[config.mk]
export PLATFORM = sky130hd
export DESIGN_NAME = dbg_evt_ctrl
export DESIGN_NICKNAME = d
export VERILOG_FILES = /design/src/rtl/dbg_evt_pkg.sv /design/src/rtl/dbg_ctl_regs.sv /design/src/rtl/dbg_evt_qual.sv /design/src/rtl/dbg_status.sv /design/src/rtl/dbg_evt_ctrl.sv
export SDC_FILE = /design/constraint.sdc
export NUM_CORES = 1
export LEC_CHECK = 0
export BUFFER_PORTS_ARGS = -buffer_cell sky130_fd_sc_hd__buf_2
export CORE_MARGIN = 2
export CORE_UTILIZATION = 37
export CTS_CLUSTER_SIZE = 40
export DETAILED_ROUTE_END_ITERATION = 6
export GPL_TIMING_DRIVEN = 0
export PLACE_DENSITY = 0.84
export SLEW_MARGIN = 20
export SYNTH_ARGS = -nofsm -noshare
export SYNTH_HDL_FRONTEND = slang
export SYNTH_SLANG_ARGS = --single-unit
export TNS_END_PERCENT = 50
[constraint.sdc]
create_clock -name clk -period 0.95 [get_ports clk]
set_input_delay 0.095 -clock clk [delete_from_list [all_inputs] [get_ports clk]]
set_output_delay 0.095 -clock clk [all_outputs]
set_load 0.01 [all_outputs]
[src/rtl/dbg_evt_pkg.sv]
package dbg_evt_pkg;

    localparam int REG_W = 32;

    // little-endian indices; big-endian bit n sits at index 63-n
    localparam int IDM_IDX      = 31;  // bit 32
    localparam int RST_HI_IDX   = 29;  // bit 34, leading bit
    localparam int RST_LO_IDX   = 28;  // bit 35
    localparam int CMP_IDX      = 23;  // bit 40
    localparam int BRT_IDX      = 22;  // bit 41
    localparam int IRQ_IDX      = 21;  // bit 42
    localparam int TRAP_IDX     = 20;  // bit 43
    localparam int IAC_BASE_IDX = 15;  // bit 48, up to 4 channels
    localparam int DAC_BASE_IDX = 11;  // bit 52, up to 4 channels

    localparam int ADDR_CTRL = 0;
    localparam int ADDR_STAT = 1;

    localparam logic [REG_W-1:0] ONE_W = REG_W'(1);

    function automatic logic [REG_W-1:0] ctrl_mask(input int n_iac, input int n_dac);
        logic [REG_W-1:0] m;
        m = (ONE_W << IDM_IDX) | (ONE_W << RST_HI_IDX) | (ONE_W << RST_LO_IDX)
          | (ONE_W << CMP_IDX) | (ONE_W << BRT_IDX) | (ONE_W << IRQ_IDX)
          | (ONE_W << TRAP_IDX);
        for (int i = 0; i < n_iac; i++) m = m | (ONE_W << (IAC_BASE_IDX - i));
        for (int i = 0; i < 2 * n_dac; i++) m = m | (ONE_W << (DAC_BASE_IDX - i));
        return m;
    endfunction

    function automatic logic [REG_W-1:0] stat_mask(input int n_iac, input int n_dac);
        logic [REG_W-1:0] m;
        m = (ONE_W << CMP_IDX) | (ONE_W << BRT_IDX) | (ONE_W << IRQ_IDX)
          | (ONE_W << TRAP_IDX);
        for (int i = 0; i < n_iac; i++) m = m | (ONE_W << (IAC_BASE_IDX - i));
        for (int i = 0; i < n_dac; i++) m = m | (ONE_W << (DAC_BASE_IDX - i));
        return m;
    endfunction

    localparam logic [REG_W-1:0] RST_FIELD = (ONE_W << RST_HI_IDX) | (ONE_W << RST_LO_IDX);

endpackage

[src/rtl/dbg_ctl_regs.sv]
module dbg_ctl_regs
    import dbg_evt_pkg::*;
#(
    parameter int NUM_IAC = 2,
    parameter int NUM_DAC = 2
) (
    input  logic                  clk,
    input  logic                  rst_n,
    input  logic                  wr_en,
    input  logic [REG_W-1:0]      wdata,
    input  logic                  hrst,
    output logic [REG_W-1:0]      ctrl_word,
    output logic                  idm,
    output logic                  rst_lead,
    output logic                  en_cmp,
    output logic                  en_brt,
    output logic                  en_irq,
    output logic                  en_trap,
    output logic [NUM_IAC-1:0]    iac_en,
    output logic [2*NUM_DAC-1:0]  dac_mode
);

    localparam logic [REG_W-1:0] MASK = ctrl_mask(NUM_IAC, NUM_DAC);

    typedef struct packed {
        logic [REG_W-1:0] word;
    } ctl_state_t;

    ctl_state_t state_d, state_q;

    always_comb begin
        state_d      = state_q;
        // the reset request lives for one cycle only
        state_d.word = state_q.word & ~RST_FIELD;
        if (wr_en) begin
            state_d.word = wdata & MASK;
        end
        if (hrst) begin
            state_d.word = '0;
        end
    end

    always_ff @(posedge clk) begin
        if (!rst_n) begin
            state_q <= '0;
        end else begin
            state_q <= state_d;
        end
    end

    assign ctrl_word = state_q.word;
    assign idm       = state_q.word[IDM_IDX];
    assign rst_lead  = state_q.word[RST_HI_IDX];
    assign en_cmp    = state_q.word[CMP_IDX];
    assign en_brt    = state_q.word[BRT_IDX];
    assign en_irq    = state_q.word[IRQ_IDX];
    assign en_trap   = state_q.word[TRAP_IDX];

    for (genvar g = 0; g < NUM_IAC; g++) begin : g_iac_en
        assign iac_en[g] = state_q.word[IAC_BASE_IDX - g];
    end

    for (genvar g = 0; g < NUM_DAC; g++) begin : g_dac_mode
        assign dac_mode[2*g+1] = state_q.word[DAC_BASE_IDX - 2*g];      // load enable
        assign dac_mode[2*g]   = state_q.word[DAC_BASE_IDX - 2*g - 1];  // store enable
    end

endmodule

[src/rtl/dbg_evt_qual.sv]
module dbg_evt_qual
    import dbg_evt_pkg::*;
#(
    parameter int NUM_IAC = 2,
    parameter int NUM_DAC = 2
) (
    input  logic                  msr_de,
    input  logic                  en_cmp,
    input  logic                  en_brt,
    input  logic                  en_irq,
    input  logic                  en_trap,
    input  logic [NUM_IAC-1:0]    iac_en,
    input  logic [2*NUM_DAC-1:0]  dac_mode,
    input  logic                  ev_complete,
    input  logic                  ev_branch,
    input  logic                  ev_irq_taken,
    input  logic                  ev_irq_critical,
    input  logic                  ev_trap,
    input  logic [NUM_IAC-1:0]    ev_iac,
    input  logic [NUM_DAC-1:0]    ev_dac_hit,
    input  logic [NUM_DAC-1:0]    ev_dac_store,
    output logic [REG_W-1:0]      hit_word
);

    logic [NUM_DAC-1:0] dac_ok;

    for (genvar g = 0; g < NUM_DAC; g++) begin : g_dac_qual
        assign dac_ok[g] = ev_dac_hit[g]
                         & (ev_dac_store[g] ? dac_mode[2*g] : dac_mode[2*g+1]);
    end

    always_comb begin
        hit_word           = '0;
        hit_word[CMP_IDX]  = ev_complete & en_cmp & msr_de;
        hit_word[BRT_IDX]  = ev_branch & en_brt & msr_de;
        hit_word[IRQ_IDX]  = ev_irq_taken & ~ev_irq_critical & en_irq;
        hit_word[TRAP_IDX] = ev_trap & en_trap;
        for (int i = 0; i < NUM_IAC; i++) begin
            hit_word = hit_word
                     | ({{(REG_W-1){1'b0}}, ev_iac[i] & iac_en[i]} << (IAC_BASE_IDX - i));
        end
        for (int i = 0; i < NUM_DAC; i++) begin
            hit_word = hit_word
                     | ({{(REG_W-1){1'b0}}, dac_ok[i]} << (DAC_BASE_IDX - i));
        end
    end

endmodule

[src/rtl/dbg_status.sv]
module dbg_status
    import dbg_evt_pkg::*;
#(
    parameter int NUM_IAC = 2,
    parameter int NUM_DAC = 2
) (
    input  logic              clk,
    input  logic              rst_n,
    input  logic              idm,
    input  logic [REG_W-1:0]  hit_word,
    input  logic [REG_W-1:0]  clr_word,
    input  logic              hrst,
    output logic [REG_W-1:0]  stat_word,
    output logic              pending
);

    localparam logic [REG_W-1:0] MASK = stat_mask(NUM_IAC, NUM_DAC);

    typedef struct packed {
        logic [REG_W-1:0] word;
    } st_state_t;

    st_state_t state_d, state_q;

    always_comb begin
        state_d      = state_q;
        // clear first, then set: a fresh event survives a same-cycle clear
        state_d.word = (state_q.word & ~clr_word) | (idm ? hit_word : '0);
        state_d.word = state_d.word & MASK;
        if (hrst) begin
            state_d.word = '0;
        end
    end

    always_ff @(posedge clk) begin
        if (!rst_n) begin
            state_q <= '0;
        end else begin
            state_q <= state_d;
        end
    end

    assign stat_word = state_q.word;
    assign pending   = |state_q.word;

endmodule

[src/rtl/dbg_evt_ctrl.sv]
module dbg_evt_ctrl
    import dbg_evt_pkg::*;
#(
    parameter int NUM_IAC = 2,
    parameter int NUM_DAC = 2,
    parameter int ADDR_W  = 2
) (
    input  logic                clk,
    input  logic                rst_n,
    input  logic                msr_de,
    input  logic [ADDR_W-1:0]   reg_addr,
    input  logic                reg_we,
    input  logic [REG_W-1:0]    reg_wdata,
    output logic [REG_W-1:0]    reg_rdata,
    input  logic                ev_complete,
    input  logic                ev_branch,
    input  logic                ev_irq_taken,
    input  logic                ev_irq_critical,
    input  logic                ev_trap,
    input  logic [NUM_IAC-1:0]  ev_iac,
    input  logic [NUM_DAC-1:0]  ev_dac_hit,
    input  logic [NUM_DAC-1:0]  ev_dac_store,
    output logic                dbg_irq,
    output logic                core_hrst
);

    logic                 wr_ctrl, wr_stat;
    logic [REG_W-1:0]     clr_word;
    logic [REG_W-1:0]     ctrl_word, stat_word, hit_word;
    logic                 idm, rst_lead, en_cmp, en_brt, en_irq, en_trap;
    logic [NUM_IAC-1:0]   iac_en;
    logic [2*NUM_DAC-1:0] dac_mode;
    logic                 stat_pending;

    assign wr_ctrl  = reg_we && (reg_addr == ADDR_W'(ADDR_CTRL));
    assign wr_stat  = reg_we && (reg_addr == ADDR_W'(ADDR_STAT));
    assign clr_word = wr_stat ? reg_wdata : '0;

    dbg_ctl_regs #(.NUM_IAC(NUM_IAC), .NUM_DAC(NUM_DAC)) u_ctl (
        .clk       (clk),
        .rst_n     (rst_n),
        .wr_en     (wr_ctrl),
        .wdata     (reg_wdata),
        .hrst      (core_hrst),
        .ctrl_word (ctrl_word),
        .idm       (idm),
        .rst_lead  (rst_lead),
        .en_cmp    (en_cmp),
        .en_brt    (en_brt),
        .en_irq    (en_irq),
        .en_trap   (en_trap),
        .iac_en    (iac_en),
        .dac_mode  (dac_mode)
    );

    dbg_evt_qual #(.NUM_IAC(NUM_IAC), .NUM_DAC(NUM_DAC)) u_qual (
        .msr_de          (msr_de),
        .en_cmp          (en_cmp),
        .en_brt          (en_brt),
        .en_irq          (en_irq),
        .en_trap         (en_trap),
        .iac_en          (iac_en),
        .dac_mode        (dac_mode),
        .ev_complete     (ev_complete),
        .ev_branch       (ev_branch),
        .ev_irq_taken    (ev_irq_taken),
        .ev_irq_critical (ev_irq_critical),
        .ev_trap         (ev_trap),
        .ev_iac          (ev_iac),
        .ev_dac_hit      (ev_dac_hit),
        .ev_dac_store    (ev_dac_store),
        .hit_word        (hit_word)
    );

    dbg_status #(.NUM_IAC(NUM_IAC), .NUM_DAC(NUM_DAC)) u_stat (
        .clk       (clk),
        .rst_n     (rst_n),
        .idm       (idm),
        .hit_word  (hit_word),
        .clr_word  (clr_word),
        .hrst      (core_hrst),
        .stat_word (stat_word),
        .pending   (stat_pending)
    );

    assign core_hrst = rst_lead & idm & msr_de;
    assign dbg_irq   = idm & msr_de & (stat_pending | (|hit_word));

    always_comb begin
        reg_rdata = '0;
        if (reg_addr == ADDR_W'(ADDR_CTRL)) begin
            reg_rdata = ctrl_word;
        end else if (reg_addr == ADDR_W'(ADDR_STAT)) begin
            reg_rdata = stat_word;
        end
    end

endmodule

**After elaboration in Yosys (flattened, before gate mapping)**

Index checks and enable logic that the tools add are counted.

- Flip-flop bits (word level): 21

- Reductions and logical operators: 7
- Bitwise operators: 26
- Equal/unequal tests: 1
- Muxes and demuxes: 6

Operator list:

| operator | count |
|---|---|
| two-way mux 24 bit | 3 |
| OR reduction 32 bit | 2 |
| two-way mux 32 bit | 1 |
| OR 32 x 11 -> 32 bit | 1 |
| OR 32 x 12 -> 32 bit | 1 |
| OR 32 x 15 -> 32 bit | 1 |
| AND 24 bit | 1 |
| inverter 24 bit | 1 |
| OR 24 x 16 -> 24 bit | 1 |
| OR 24 bit | 1 |
| AND 1 bit | 15 |
| inverter 1 bit | 3 |
| OR reduction 3 bit | 1 |
| equality test 2 x 1 -> 1 bit (second input constant) | 1 |
| logical AND 1 bit | 2 |
| zero test 2 bit | 1 |
| two-way mux 1 bit | 2 |
| OR reduction 2 bit | 1 |
| OR 1 bit | 1 |

**Logic depth before layout (Yosys ltp)**

- Depth in word-level cells: 10
- Mapped depth: 4
- Gate-level depth less buffers: 3

**Cells and area by module**

Synthesis repeated with hierarchy kept, for this count alone.

- Cells, all modules: 296
- Area total of the unflattened synthesis: 2332.2 µm²

By module, submodules not included:

| module | seq. area each (µm²) | area an instance (µm²) | instances | cells an instance |
|---|---|---|---|---|
| dbg_evt_ctrl | 0.0 | 824.5 | 1 | 123 |
| dbg_ctl_regs | 260.2 | 711.9 | 1 | 74 |
| dbg_status | 160.2 | 540.5 | 1 | 63 |
| dbg_evt_qual | 0.0 | 255.2 | 1 | 36 |

**Worst setup path before layout**

Ideal clock, no wire load.

- Path kind: register to register
- Start point: register u_ctl.state_q, in the netlist u_ctl.ctrl_word[31]
- End point: register u_ctl.state_q, in the netlist u_ctl.ctrl_word[10]
- Setup time: 117 ps
- Clock period less this slack: 1008 ps
- Data arrival time: 890 ps
- Cell stages (with the launch flop): 5
- Path slack: -58 ps
- Data required time: 833 ps
- Cells stage by stage: dfxtp_1 > nand3_1 > nand2_1 > buf_2 > nor2_1

- Cells in the longest elaborated chain, start to end: 3

RTL lines:

| what | line | text |
|---|---|---|
| start: declaration | dbg_ctl_regs.sv:29 | `ctl_state_t state_d, state_q;` |
| start signal: assignment | dbg_ctl_regs.sv:47 | `state_q <= state_d;` |
| AND 1 bit (2 in a row) | dbg_evt_ctrl.sv:86 | `assign core_hrst = rst_lead & idm & msr_de;` |
| OR reduction 2 bit (no source line) | - |  |

Every way passes these cells.
A chain may end at the register's enable or synchronous reset.

**Final worst setup path**

- Start point: register u_stat.state_q, in the netlist u_stat.stat_word[15]
- End point: output port dbg_irq

- Cells in the longest elaborated chain, start to end: 3

RTL lines:

| what | line | text |
|---|---|---|
| start: declaration | dbg_status.sv:23 | `st_state_t state_d, state_q;` |
| start signal: assignment | dbg_status.sv:39 | `state_q <= state_d;` |
| OR reduction 32 bit | dbg_status.sv:44 | `assign pending = \|state_q.word;` |
| OR 1 bit | dbg_evt_ctrl.sv:87 | `assign dbg_irq = idm & msr_de & (stat_pending \| (\|hit_word));` |
| AND 1 bit | dbg_evt_ctrl.sv:87 |  |
| end: declaration | dbg_evt_ctrl.sv:23 | `output logic dbg_irq,` |

Every way passes these cells.

==> flow_metrics.env <==
export IMPL_setup_viol=34
export IMPL_ys_async_sr_fraction_pct=0
export IMPL_violations="setup timing"
export IMPL_startpoint_type="register"
export IMPL_fp_dieW_microns=60.8
export IMPL_cp_depth=4
export IMPL_start_util_pct=39.1
export IMPL_numPortBuffers=44
export IMPL_max_cap_violations=0
export IMPL_worstRegToRegCells=6
export IMPL_dp_hpwl_mm=2.14
export IMPL_grt_max_degree=13
export IMPL_pwr_share_seq_pct=53.3
export IMPL_grt_setup_unrepaired="true"
export IMPL_antenna_found_initial=0
export IMPL_vdd_drop_max_mv=0.650
export IMPL_cts_sinks=21
export IMPL_yosysSeqAreaShare_pct=35.2
export IMPL_wirelength_mm=3.18
export IMPL_fin_crit_ns=1.66
export IMPL_drtIter0Drc=38
export IMPL_finalClockSkew_ns=0.0138
export IMPL_ys_types=24
export IMPL_fmaxAchievable_mhz=603
export IMPL_drive_gt1_share_pct=51.9
export IMPL_cp_top_family="simple AND/OR/NAND/NOR gates"
export IMPL_drc=0
export IMPL_yosysTopAreaCell="dfxtp_1"
export IMPL_path_cells="nor4_1 -> and3_1 -> a31oi_1 -> buf_2"
export IMPL_cts_buffers=3
export IMPL_crit_type="register to primary output"
export IMPL_dr_total_vias=1171
export IMPL_end_kind="primary output"
export IMPL_grt_pass1_vias=1036
export IMPL_first_pass_iters=4
export IMPL_routedWlPerCell_microns=12.2
export IMPL_antenna_cells=0
export IMPL_leakage_nw=0.884
export IMPL_yosys_top_cells_area="dfxtp_1, mux2i_1, buf_4"
export IMPL_maxSlewViolCount=0
export IMPL_status="finished with violations"
export IMPL_power_total_w=0.00172
export IMPL_p_sw_w=0.000473
export IMPL_gp_congestion=0.861
export IMPL_ios=83
export IMPL_place_inst=249
export IMPL_path_clk_slew_ns=0.13
export IMPL_gr_total_overflow=0
export IMPL_synth_top_area_share_pct=35.2
export IMPL_yosysWarnings=0
export IMPL_yosysMostFrequentCell="dfxtp_1"
export IMPL_fin_tns_setup_ns=-3.81
export IMPL_core_area_sq_mm=0.00305
export IMPL_syn_instance_count=143
export IMPL_antenna_left=0
export IMPL_final_core_util_pct=57.5
export IMPL_ctsHoldBuffers=0
export IMPL_h_tree_depth=1
export IMPL_syn_cell_area_sq_mm=0.00119
export IMPL_layout_setup_ws_ns=-0.709
export IMPL_area_growth_pct=46.8
export IMPL_hold_depth=3
export IMPL_cts_root_buf="clkbuf_4"
export IMPL_grt_pass1_wl_mm=4.64
export IMPL_p_int_w=0.00124
export IMPL_clock_path_buffers=2
export IMPL_slowest_stage="nor4_1"
export IMPL_crit_arrival_ns=1.56
export IMPL_powerDensity_mw_per_mm2=978
export IMPL_path_max_fanout=3
export IMPL_grt_usage_pct=16.5
export IMPL_nNetsFinal=266
export IMPL_swShare_pct=27.6
export IMPL_ys_ff_latch=21
export IMPL_num_rows=20
export IMPL_dieArea_sq_mm=0.00370
export IMPL_die_h_microns=60.8
export IMPL_timing_final_crit_share_pct=175
export IMPL_viasPerCell=4.50
export IMPL_clock_power_share_pct=25.8
export IMPL_synth_edf_count=0
export IMPL_clkLatencyLatePin_ns=0.31
export IMPL_combPwrFrac_pct=20.8
export IMPL_cpPeakStageDelay_ns=0.42
export IMPL_path_buf_inv=1
export IMPL_hp_class="input port to register"
export IMPL_critPathRequiredTime_ns=0.85
export IMPL_syn_area_per_cell_sq_um=8.36
export IMPL_stdcell_count=260
export IMPL_yosys_top_cells_count="dfxtp_1, buf_4, nor2_1"
export IMPL_synthFlopType="dfxtp_1"
export IMPL_cts_tree="built"
export IMPL_finalHoldViolCount=0
==> worst reg2reg max path, delay by kind of cell (launching register included) <==
kind	cells	cell delay (ns)
and+or+nand+nor	3	0.21
buffers and inverters	3	0.38
DFF	1	0.37
==> stage by stage <==
stage          setup WS, ns  instance area [sq um]  hold WS (ns)
2_1_floorplan       -0.0269                   1260         0.241
3_3_place_gp         -0.245                   1540         0.319
4_1_cts              -0.570                   1670        0.0209
6_report             -0.709                   1750        0.0228
5_1_grt              -0.709                   1750        0.0375
3_5_place_dp         -0.243                   1540         0.328
==> power groups by stage <==
stage,clock network [W],logic [W],registers (W)
3_5_place_dp,0,0.000304,0.000931
2_1_floorplan,0,0.000203,0.000927
6_report,0.000443,0.000357,0.000915
5_1_grt,0.000474,0.000390,0.000917
4_1_cts,0.000428,0.000328,0.000914
3_3_place_gp,0,0.000301,0.000930
==> layout by cell type, fill, tap and decap left out, drive strengths merged <==
cell / count
nor3: 1
o21ai: 8
nand3b: 1
conb: 19
a21oi: 8
inv: 9
mux2: 2
nand2: 5
and3: 5
dfxtp: 21
and2: 6
nor3b: 1
nand3: 6
and3b: 1
nor4: 2
a31oi: 1
clkinv: 1
mux2i: 19
a222oi: 1
a22oi: 1
nor2: 20
clkbuf: 3
buf: 75
==> layer usage <==
| layer | track usage, % | part of all wire, % | wire length [microns] |
|---|---|---|---|
| met5 | 0 | 0 | 0 |
| met3 | 3.20 | 6.2 | 197 |
| met2 | 28.9 | 51 | 1630 |
| met4 | 5.90 | 1.3 | 41 |
| met1 | 20.2 | 41 | 1300 |
==> logic make-up after synthesis <==
group | count (synthesis) | synth area share, %
and+or+nand+nor | 48 | 20.5
AOI/OAI and AO/OA | 19 | 8.69
other | 1 | 0.314
DFF | 21 | 35.2
muxes | 21 | 17.8
buffers and inverters | 33 | 17.5
==> cell type report <==
cell class,instances,area (sq um)
fill,285,1300
timing repair buffer,51,309
buffer,24,196
inverter,9,33.8
tap,44,55.1
clock inverter,1,5.00
sequential,21,442
multi-input combinational,107,691
clock buffer,3,22.5
==> sequential cells by signal (all words and copies together), names as in the netlist <==
| signal | count |
|---|---|
| u_stat.stat_word | 8 |
| u_ctl.ctrl_word | 13 |
==> path summary, 6_finish.rpt <==
kind | startpoint | endpoint | slack, ns
min | reg_wdata[31] | u_ctl.ctrl_word[31] | 0.02
max reg2reg | u_ctl.ctrl_word[31] | u_ctl.ctrl_word[9] | -0.10
max | u_stat.stat_word[15] | dbg_irq | -0.71
min reg2reg | u_stat.stat_word[21] | u_stat.stat_word[21] | 0.51
==> timing repair <==
item                       in CTS  in global routing
setup buffers                   5                  3
setup endpoints to repair      34                 32
pin swaps                       1                  7
resized for setup              30                 19
gates cloned                    0                  1
Note: power is estimated with default switching activity, not from simulation.
